**config.mk**
```make
export PLATFORM = sky130hd
export DESIGN_NAME = usb_host_rx_ep_status
export DESIGN_NICKNAME = d
export VERILOG_FILES = /design/src/rtl/usb_rx_ep_pkg.sv /design/src/rtl/rx_slot_track.sv /design/src/rtl/rx_retry_count.sv /design/src/rtl/rx_nak_timer.sv /design/src/rtl/usb_host_rx_ep_status.sv
export SDC_FILE = /design/constraint.sdc
export NUM_CORES = 1
export LEC_CHECK = 0
export ABC_AREA = 1
export BUFFER_PORTS_ARGS = -buffer_cell sky130_fd_sc_hd__buf_2
export CORE_ASPECT_RATIO = 0.75
export CORE_MARGIN = 2
export CORE_UTILIZATION = 48
export CTS_CLUSTER_DIAMETER = 200
export DETAILED_ROUTE_END_ITERATION = 16
export GPL_TIMING_DRIVEN = 0
export PLACE_DENSITY = 0.75
export SLEW_MARGIN = 0
export SYNTH_ARGS = -nofsm -noshare
export SYNTH_HDL_FRONTEND = slang
export SYNTH_SLANG_ARGS = --single-unit
export TNS_END_PERCENT = 50
```
**constraint.sdc**
```tcl
create_clock -name clk -period 2.1 [get_ports clk]
set_clock_uncertainty 0.15 [all_clocks]
set_input_delay 0.105 -clock clk [delete_from_list [all_inputs] [get_ports clk]]
set_output_delay 0.105 -clock clk [all_outputs]
set_load 0.01 [all_outputs]
```
**src/rtl/usb_rx_ep_pkg.sv**
```systemverilog
package usb_rx_ep_pkg;
  typedef enum logic [1:0] {
    XFER_ISO  = 2'b00,
    XFER_BULK = 2'b01,
    XFER_INTR = 2'b10,
    XFER_INT2 = 2'b11
  } xfer_mode_e;

  localparam int STAT_W    = 5;
  localparam int BIT_RDY   = 0;
  localparam int BIT_FULL  = 1;
  localparam int BIT_ERR   = 2;
  localparam int BIT_FAULT = 3;
  localparam int BIT_FLUSH = 4;
endpackage

```
**src/rtl/rx_slot_track.sv**
```systemverilog
module rx_slot_track #(
  parameter int DEPTH = 2,
  localparam int PW = (DEPTH > 1) ? $clog2(DEPTH) : 1,
  localparam int OW = $clog2(DEPTH + 1)
) (
  input  logic          clk,
  input  logic          rst,
  input  logic          push_i,
  input  logic          fault_i,
  input  logic          pop_i,
  output logic [OW-1:0] occ_o,
  output logic          full_o,
  output logic          head_fault_o
);
  logic [DEPTH-1:0] fault_q;
  logic [PW-1:0]    wp_q, rp_q;
  logic [OW-1:0]    occ_q;
  logic             do_push, do_pop;

  assign full_o  = (occ_q == OW'(DEPTH));
  assign do_push = push_i && !full_o;
  assign do_pop  = pop_i && (occ_q != '0);

  function automatic logic [PW-1:0] nxt(input logic [PW-1:0] p);
    return (p == PW'(DEPTH - 1)) ? '0 : p + 1'b1;
  endfunction

  always_ff @(posedge clk) begin
    if (do_push) fault_q[wp_q] <= fault_i;
  end

  always_ff @(posedge clk) begin
    if (rst) begin
      wp_q  <= '0;
      rp_q  <= '0;
      occ_q <= '0;
    end else begin
      if (do_push) wp_q <= nxt(wp_q);
      if (do_pop)  rp_q <= nxt(rp_q);
      occ_q <= occ_q + OW'(do_push) - OW'(do_pop);
    end
  end

  assign occ_o        = occ_q;
  assign head_fault_o = (occ_q != '0) && fault_q[rp_q];

  AST_OCC_BOUNDED: assert property (@(posedge clk) disable iff (rst)
    occ_q <= OW'(DEPTH));
  AST_NO_UNDERFLOW: assert property (@(posedge clk) disable iff (rst)
    (occ_q == '0 && !push_i) |=> occ_q == '0);
  AST_FULL_DROPS: assert property (@(posedge clk) disable iff (rst)
    (full_o && !pop_i) |=> full_o);
endmodule

```
**src/rtl/rx_retry_count.sv**
```systemverilog
module rx_retry_count #(
  parameter int MAX_TRIES = 3,
  localparam int CW = $clog2(MAX_TRIES + 1)
) (
  input  logic clk,
  input  logic rst,
  input  logic en_i,
  input  logic fail_i,
  input  logic data_i,
  input  logic clr_i,
  output logic err_o
);
  logic [CW-1:0] cnt_q;
  logic          err_q;

  always_ff @(posedge clk) begin
    if (rst || clr_i) begin
      cnt_q <= '0;
      err_q <= 1'b0;
    end else if (data_i) begin
      cnt_q <= '0;
    end else if (en_i && fail_i && !err_q) begin
      if (cnt_q == CW'(MAX_TRIES - 1)) begin
        err_q <= 1'b1;
        cnt_q <= '0;
      end else begin
        cnt_q <= cnt_q + 1'b1;
      end
    end
  end

  assign err_o = err_q;

  AST_ERR_ON_LAST_TRY: assert property (@(posedge clk) disable iff (rst)
    (en_i && fail_i && !err_q && !clr_i && !data_i && cnt_q == CW'(MAX_TRIES - 1))
      |=> err_q);
  AST_ERR_HOLDS: assert property (@(posedge clk) disable iff (rst)
    (err_q && !clr_i) |=> err_q);
endmodule

```
**src/rtl/rx_nak_timer.sv**
```systemverilog
module rx_nak_timer #(
  parameter int TICK_W = 8
) (
  input  logic              clk,
  input  logic              rst,
  input  logic              en_i,
  input  logic              nak_i,
  input  logic              tick_i,
  input  logic [TICK_W-1:0] limit_i,
  input  logic              data_i,
  input  logic              clr_i,
  output logic              to_o
);
  logic [TICK_W-1:0] cnt_q;
  logic              act_q, to_q;
  logic [TICK_W:0]   cnt_inc;

  assign cnt_inc = {1'b0, cnt_q} + 1'b1;

  always_ff @(posedge clk) begin
    if (rst || clr_i) begin
      cnt_q <= '0;
      act_q <= 1'b0;
      to_q  <= 1'b0;
    end else if (data_i) begin
      cnt_q <= '0;
      act_q <= 1'b0;
    end else if (en_i) begin
      if (nak_i) act_q <= 1'b1;
      if (act_q && tick_i && !to_q) begin
        if (limit_i != '0 && cnt_inc >= {1'b0, limit_i}) to_q <= 1'b1;
        else cnt_q <= cnt_inc[TICK_W-1:0];
      end
    end
  end

  assign to_o = to_q;

  AST_TO_LATCHED: assert property (@(posedge clk) disable iff (rst)
    (to_q && !clr_i) |=> to_q);
  AST_TO_NEEDS_TICK: assert property (@(posedge clk) disable iff (rst)
    (!to_q && !tick_i) |=> !to_q);
  AST_TO_ONLY_BULK: assert property (@(posedge clk) disable iff (rst)
    (!to_q && !en_i) |=> !to_q);
endmodule

```
**src/rtl/usb_host_rx_ep_status.sv**
```systemverilog
module usb_host_rx_ep_status
  import usb_rx_ep_pkg::*;
#(
  parameter int DEPTH     = 2,
  parameter int MAX_TRIES = 3,
  parameter int TICK_W    = 8,
  localparam int OW = $clog2(DEPTH + 1)
) (
  input  logic              clk,
  input  logic              rst,
  input  logic [1:0]        mode_i,
  input  logic [TICK_W-1:0] nak_limit_i,
  input  logic              tick_i,
  input  logic              ev_pkt_ok_i,
  input  logic              ev_pkt_bad_i,
  input  logic              ev_nak_i,
  input  logic              ev_noresp_i,
  input  logic              wr_en_i,
  input  logic [STAT_W-1:0] wr_data_i,
  output logic [STAT_W-1:0] rd_data_o,
  output logic              irq_o,
  output logic              attempt_en_o
);
  logic          is_iso, is_bulk;
  logic          pkt_in, pop, clr_err, clr_nak;
  logic [OW-1:0] occ;
  logic          full, head_fault, rdy, err, nak_to;

  assign is_iso  = (xfer_mode_e'(mode_i) == XFER_ISO);
  assign is_bulk = (xfer_mode_e'(mode_i) == XFER_BULK);

  // Faulty packets are delivered only in isochronous mode.
  assign pkt_in  = ev_pkt_ok_i || (ev_pkt_bad_i && is_iso);
  assign rdy     = (occ != '0);
  assign pop     = wr_en_i && rdy && (!wr_data_i[BIT_RDY] || wr_data_i[BIT_FLUSH]);
  assign clr_err = wr_en_i && !wr_data_i[BIT_ERR];
  assign clr_nak = wr_en_i && !wr_data_i[BIT_FAULT];

  rx_slot_track #(.DEPTH(DEPTH)) u_slots (
    .clk(clk), .rst(rst),
    .push_i(pkt_in), .fault_i(ev_pkt_bad_i), .pop_i(pop),
    .occ_o(occ), .full_o(full), .head_fault_o(head_fault)
  );

  rx_retry_count #(.MAX_TRIES(MAX_TRIES)) u_retry (
    .clk(clk), .rst(rst),
    .en_i(!is_iso), .fail_i(ev_noresp_i || ev_pkt_bad_i),
    .data_i(ev_pkt_ok_i), .clr_i(clr_err), .err_o(err)
  );

  rx_nak_timer #(.TICK_W(TICK_W)) u_nak (
    .clk(clk), .rst(rst),
    .en_i(is_bulk), .nak_i(ev_nak_i), .tick_i(tick_i), .limit_i(nak_limit_i),
    .data_i(pkt_in), .clr_i(clr_nak), .to_o(nak_to)
  );

  always_comb begin
    rd_data_o            = '0;
    rd_data_o[BIT_RDY]   = rdy;
    rd_data_o[BIT_FULL]  = full;
    rd_data_o[BIT_ERR]   = err && !is_iso;
    rd_data_o[BIT_FAULT] = is_iso ? head_fault : nak_to;
  end

  assign irq_o        = rdy || (err && !is_iso);
  assign attempt_en_o = !err && !(is_bulk && nak_to);

  AST_PKT_SETS_RDY: assert property (@(posedge clk) disable iff (rst)
    (pkt_in && !pop) |=> rd_data_o[BIT_RDY]);
  AST_FLUSH_READS_ZERO: assert property (@(posedge clk) disable iff (rst)
    rd_data_o[BIT_FLUSH] == 1'b0);
  AST_IRQ_WITH_RDY: assert property (@(posedge clk) disable iff (rst)
    rd_data_o[BIT_RDY] |-> irq_o);
  AST_HALT_ON_ERR: assert property (@(posedge clk) disable iff (rst)
    rd_data_o[BIT_ERR] |-> !attempt_en_o);
endmodule

```
==> reports/metrics.cfg, run 1 <==
[drt]
viasPerCell = 4.674
drtPass1Iterations = 5
first_iter_violations = 45
drc_errors = 0
post_drt_wl_per_cell_um = 10.62
drt-total-wl_um = 2773
dr_total_vias = 1220
drtAntennaViolNets = 0

[setup_path]
crit_end = u_nak.cnt_q[2]
path_class = reg -> reg
reg2reg_to = u_nak.cnt_q[2]
timing.rr.start = u_nak.cnt_q[0]
cp_data_required_time_ns = 2.18
crit_path_start = u_nak.cnt_q[0]
startpoint_type = flop
path_max_fanout = 8
rr_worst_depth = 17
rrSetupSlack_ns = -0.24
cp-end-kind = flop
arrival_ns = 2.41

[cells_and_area]
fin_util_pct = 65.82
mostFrequentLayoutCells = 38 x inv_1, 27 x nand2_1, 27 x buf_2, 23 x nor2_1, 14 x dfxtp_1
final_area_mm2 = 0.001713
final_common_cell = inv_1
drive_gt1_share_pct = 30.67
multiInputGateArea_um2 = 868.3
antenna_cells = 0
syn_to_final_growth_pct = 30.51
regArea_um2 = 409.1
instances_no_fill = 261
fillCellCount = 234
final_nets = 260

[job]
cap_viol_max_count = 0

[placed_design]
io_buffers = 27
dpl.cell_count = 250
place_hpwl_um = 2044
place_area_mm2 = 0.001515
gp_congestion = 0.8125

[sta]
final_hold_viol_count = 0
period_share_pct = 111.3
setup_viol_count_final = 9
slew_headroom_pct = 56.68
finalCriticalPeriod_ns = 2.338
tightest_slew_ns = 0.6431
hold_ws_ns = 0.05597
fin_ws_ns = -0.2380
max_freq_ghz = 0.4277
drv_slew = 0
grt_setup_unrepaired = true

[floorplan]
die-area_mm2 = 0.003173
initial_core_util_pct = 50.43
ios = 30
die_h_um = 49.29
coreArea_mm2 = 0.002603
die_w_um = 64.38
rows = 16

[synth]
syn-num-nets = 221
yosys-top-cells-area = dfxtp_1 26%, inv_1 11%, ha_1 10%
yosys.cell_types.count = 28
synth_edf_count = 2
synthCells = 187
syn_area_per_cell_um2 = 7.019
seq_area_frac_synth_pct = 30.51
yosys.area.top_type = dfxtp_1
syn_area_mm2 = 0.001313
postSynth.asyncResetShare_pct = 0
synth_top_cell_area_share_pct = 25.93
yosys_most_used_dff = dfxtp_1
ys_ff_latch = 19
yosys_warnings = 0

[grt]
grt_antenna_before_repair = 0
grt_pass1_wl_um = 4692
grt_max_degree = 12
grt_pass1_vias = 1121
grtUsageTotal_pct = 19.03
grt_overflow = 0

[clocking]
numCtsBuffers = 3
htreeDepth = 1
root_buffer = clkbuf_4
clk_path_buf_depth = 2
worstSkewPairLatency_ns = 0.31
cts_tree = built
cts.sinks = 19
clkTransAtPathRegs_ns = 0.12

[power]
powerDensity_mw_per_mm2 = 542.5
peakVddDrop_v = 0.0003108
leakagePower_nw = 0.8513
power_uw = 929.3

[worst_hold_path]
whs_path_depth = 4
min_path_type = in -> reg

[status]
violations = negative setup slack
status = finished with violations

-- flip-flops by register name, indices dropped and copies added (netlist names) --
signal and flops:
u_retry.cnt_q 2, u_slots.rp_q 1, u_nak.act_q 1, u_slots.wp_q 1
u_slots.occ_o 2, u_nak.cnt_q 8, u_nak.to_o 1, u_retry.err_o 1
u_slots.fault_q 2
-- critical path, cell delays in order, from the launching register on --
cell	delay, ns
dfxtp_4	0.39
ha_4	0.16
nand3_4	0.12
xor2_4	0.18
ha_4	0.28
nand2_2	0.05
nor2_2	0.09
nand2_1	0.08
nand3_2	0.07
nand2_1	0.05
nand2_1	0.05
nand2_1	0.06
nand2_2	0.11
nand2_4	0.11
nand2_8	0.12
nand2_1	0.06
nand2_1	0.07
nor2_2	0.03
-- cell type report --
class                      count  share of cell area [%]
tap                           36                   2.630
clock inverter                 1                  0.2922
clock buffer                   3                   1.315
buffer                         3                   1.315
timing repair buffer          33                   11.32
sequential                    19                   23.89
inverter                      39                   8.546
multi-input combinational    127                   50.69
-- stage by stage --
step | setup TNS [ns] | worst slack [ns]
global route | -2.777 | -0.3613
finish | -1.694 | -0.2380
global placement | -1.336 | -0.1936
CTS | -0.9696 | -0.1485
detailed placement | -1.485 | -0.2170
floorplan | 0 | 0.005401
-- power by group --
part	leakage, nW	internal (mW)	total, mW	switching (mW)
clock network	0.0177	0.0712	0.189	0.118
registers	0.159	0.400	0.426	0.0253
logic	0.675	0.140	0.315	0.175
total	0.851	0.611	0.929	0.318
-- how the worst min path moves through the flow --
stage,startpoint,end,slack [ns]
6_report,wr_en_i,u_slots.rp_q,0.06
5_1_grt,wr_en_i,u_slots.rp_q,0.12
4_1_cts,wr_data_i[0],u_slots.rp_q,0.06
3_5_place_dp,rst,u_slots.occ_o[0],0.13
3_3_place_gp,rst,u_slots.occ_o[0],0.13
2_1_floorplan,rst,u_slots.occ_o[0],0.03
-- logic make-up (layout without fill, tap and decap cells) --
logic type / Yosys count / after routing / synth area share, %
and+or+nand+nor: 83 / 84 / 31.36
buffers and inverters: 42 / 79 / 12.87
AOI/OAI and AO/OA: 26 / 26 / 11.15
DFF: 19 / 19 / 30.51
adders and majority gates: 11 / 11 / 10.49
xor gates and xnor gates: 5 / 5 / 3.336
other: 1 / 1 / 0.2857
-- layer usage --
layer / vias up / track usage, % / routed length, um
met3: 2 / 5.543 / 107
met2: 20 / 30.73 / 1289
met5: - / 0 / 0
met1: 540 / 25.68 / 1360
li1: 658 / - / -
met4: 0 / 3.191 / 15
-- repair_timing --
| action | CTS | global route |
|---|---|---|
| cloned | 1 | 0 |
| endpoints found under the setup margin | 9 | 10 |
| hold endpoints to repair | 10 | 0 |
| resized for setup | 7 | 16 |
| buffers inserted | 2 | 0 |
| pin swaps | 1 | 5 |
| hold buffers | 4 | 0 |
-- cells in the mapped netlist (3+ instances only) --
library cell and count:
inv_1 39, nand2_1 31, nor2_1 27, dfxtp_1 17
a21oi_1 12, ha_1 11, o21ai_0 8, nor2_2 6
xor2_1 5, nand3_1 4, nor4_1 4, buf_4 3
Note: power is estimated with default switching activity, not from simulation.
==> run 2, diff against run 1 <==
- BUFFER_PORTS_ARGS: -buffer_cell sky130_fd_sc_hd__buf_2 -> unset
- CORE_UTILIZATION: 48 -> 50
- DONT_BUFFER_PORTS: unset -> 1
- PLACE_DENSITY: 0.75 -> 0.68
==> run 2 against run 1 <==
Net effect: the flow still finishes with violations (negative setup slack); first-iteration DRC count grew 16%; via count shrank 7.5%; sequential share of layout area grew 2.5 points; wire length shrank 7.9%; sequential power is essentially flat; count of clock-buffer cells in the layout grew 1; cell count shrank 10%; worst hold slack lost 0.046 ns; cell area shrank 9.6%; global-route usage shrank 1.1 points; sequential cell count is the same; critical path type unchanged.
==> reports/metrics.cfg, run 2 (synthesis gave the netlist of run 1 again) <==
[drt]
first_iter_violations = 52
dr_total_vias = 1129
viasPerCell = 4.804
post_drt_wl_per_cell_um = 10.87
drtAntennaViolNets = 0
drtPass1Iterations = 6
drt-total-wl_um = 2555
drc_errors = 0

[sta]
finalCriticalPeriod_ns = 2.264
slew_headroom_pct = 56.23
tightest_slew_ns = 0.6497
max_freq_ghz = 0.4418
final_hold_viol_count = 0
final.setup.tns_ns = -0.9651
fin_ws_ns = -0.1636
grt_setup_unrepaired = true
drv_slew = 0
setup_viol_count_final = 8
period_share_pct = 107.8

[clocking]
root_buffer = clkbuf_4
clk_path_buf_depth = 2
cts.sinks = 19
worstSkewPairLatency_ns = 0.29
cts_tree = built
clkTransAtPathRegs_ns = 0.09
numCtsBuffers = 3
htreeDepth = 1

[floorplan]
die_w_um = 63.16
ios = 30
initial_core_util_pct = 51.62
rows = 16
die_h_um = 48.37
die-area_mm2 = 0.003055
coreArea_mm2 = 0.002542

[worst_hold_path]
min_path_type = in -> reg

[setup_path]
cp_data_required_time_ns = 2.18
arrival_ns = 2.34
cp-end-kind = flop
path_max_fanout = 8
path_class = reg -> reg
startpoint_type = flop

[cells_and_area]
fillCellCount = 236
antenna_cells = 0
mostFrequentLayoutCells = 39 x inv_1, 28 x nand2_1, 26 x nor2_1, 14 x dfxtp_1, 11 x a21oi_1
regMostFlops = u_nak.cnt_q
final_common_cell = inv_1
regArea_um2 = 409.1
multiInputGateArea_um2 = 832.0
syn_to_final_growth_pct = 18.02
largest_register_ffs = 8
instances_no_fill = 235
drive_gt1_share_pct = 16.58
final_nets = 234

[placed_design]
gp_congestion = 0.8186
dpl.cell_count = 223
place_hpwl_um = 2031
io_buffers = 0

[status]
violations = negative setup slack
status = finished with violations

[grt]
grt_pass1_wl_um = 4374
grtUsageTotal_pct = 17.91
grt_antenna_before_repair = 0
grt_pass1_vias = 1060
grt_max_degree = 11
grt_overflow = 0

[power]
p_sw_share_pct = 32.76
pwr-share-clk_pct = 20.6
peakVddDrop_v = 0.0004292
combPwrFrac_pct = 30.3
leakagePower_nw = 0.7474
p_int_uw = 583.4
p_sw_uw = 284.3
powerDensity_mw_per_mm2 = 560.2
seq_power_share_pct = 49.1

[job]
cap_viol_max_count = 0

==> run 2: final timing paths <==
check | startpoint | end | slack (ns) | cells after the start
max | u_nak.cnt_q[2] | u_nak.cnt_q[0] | -0.16 | 13
min | ev_noresp_i | u_retry.cnt_q[0] | 0.01 | 4
max reg2reg | u_nak.cnt_q[2] | u_nak.cnt_q[0] | -0.16 | 13
min reg2reg | u_retry.err_o | u_retry.err_o | 0.34 | 2
==> run 2: layer usage <==
metal / vias up / part of all wire, % / track usage, %
met4: 0 / 0.90 / 3.333
met5: - / 0 / 0
met1: 503 / 49 / 22.24
met2: 10 / 48 / 31.38
met3: 4 / 2.5 / 4.884
li1: 612 / - / -
==> run 2: repair_timing <==
action | CTS | global route
cloned | 1 | 0
setup buffers | 1 | 0
hold buffers | 6 | 0
resized for setup | 5 | 9
endpoints found under the setup margin | 9 | 9
pin swaps | 3 | 11
hold endpoints to repair | 11 | 0
==> run 2: final cells by class <==
class / count / share of cell area, %
Buffer: 3 / 1.454
Clock buffer: 4 / 1.696
Inverter: 39 / 9.451
Multi-Input combinational cell: 127 / 53.72
Sequential cell: 19 / 26.41
Tap cell: 36 / 2.908
Timing Repair Buffer: 7 / 4.362
==> run 2: power by group through the flow <==
stage,registers [mW],logic [mW],clock network (mW)
after floorplan,0.430,0.208,0
after detailed placement,0.437,0.245,0
after global placement,0.434,0.233,0
final,0.426,0.263,0.179
after global routing,0.431,0.306,0.202
after CTS,0.426,0.263,0.187
==> run 2: metrics by stage <==
stage                     hold WS [ns]  instance area, um^2  utilization, %  worst slack [ns]  power (mW)
after floorplan                0.02622                 1335               -          0.005401      0.6377
after global routing           0.04919                 1549           60.93           -0.3627      0.9390
after global placement         0.02707                 1380           54.28           -0.1505      0.6670
final                          0.01027                 1549           60.93           -0.1636      0.8677
after CTS                     0.009331                 1499           58.96           -0.1407      0.8758
after detailed placement       0.03666                 1380           54.28           -0.1764      0.6822
==> run 2: critical path, stage by stage (launching register included) <==
cell and delay, ns:
dfxtp_2 0.42, nand4_1 0.17, nor2_1 0.17, nand2_1 0.08, xor2_1 0.20, inv_1 0.08
ha_1 0.17, a31oi_1 0.19, nand2_2 0.12, nand2_4 0.14, nand2_8 0.08, nand2_2 0.08
nand2_1 0.04, nor2_1 0.09
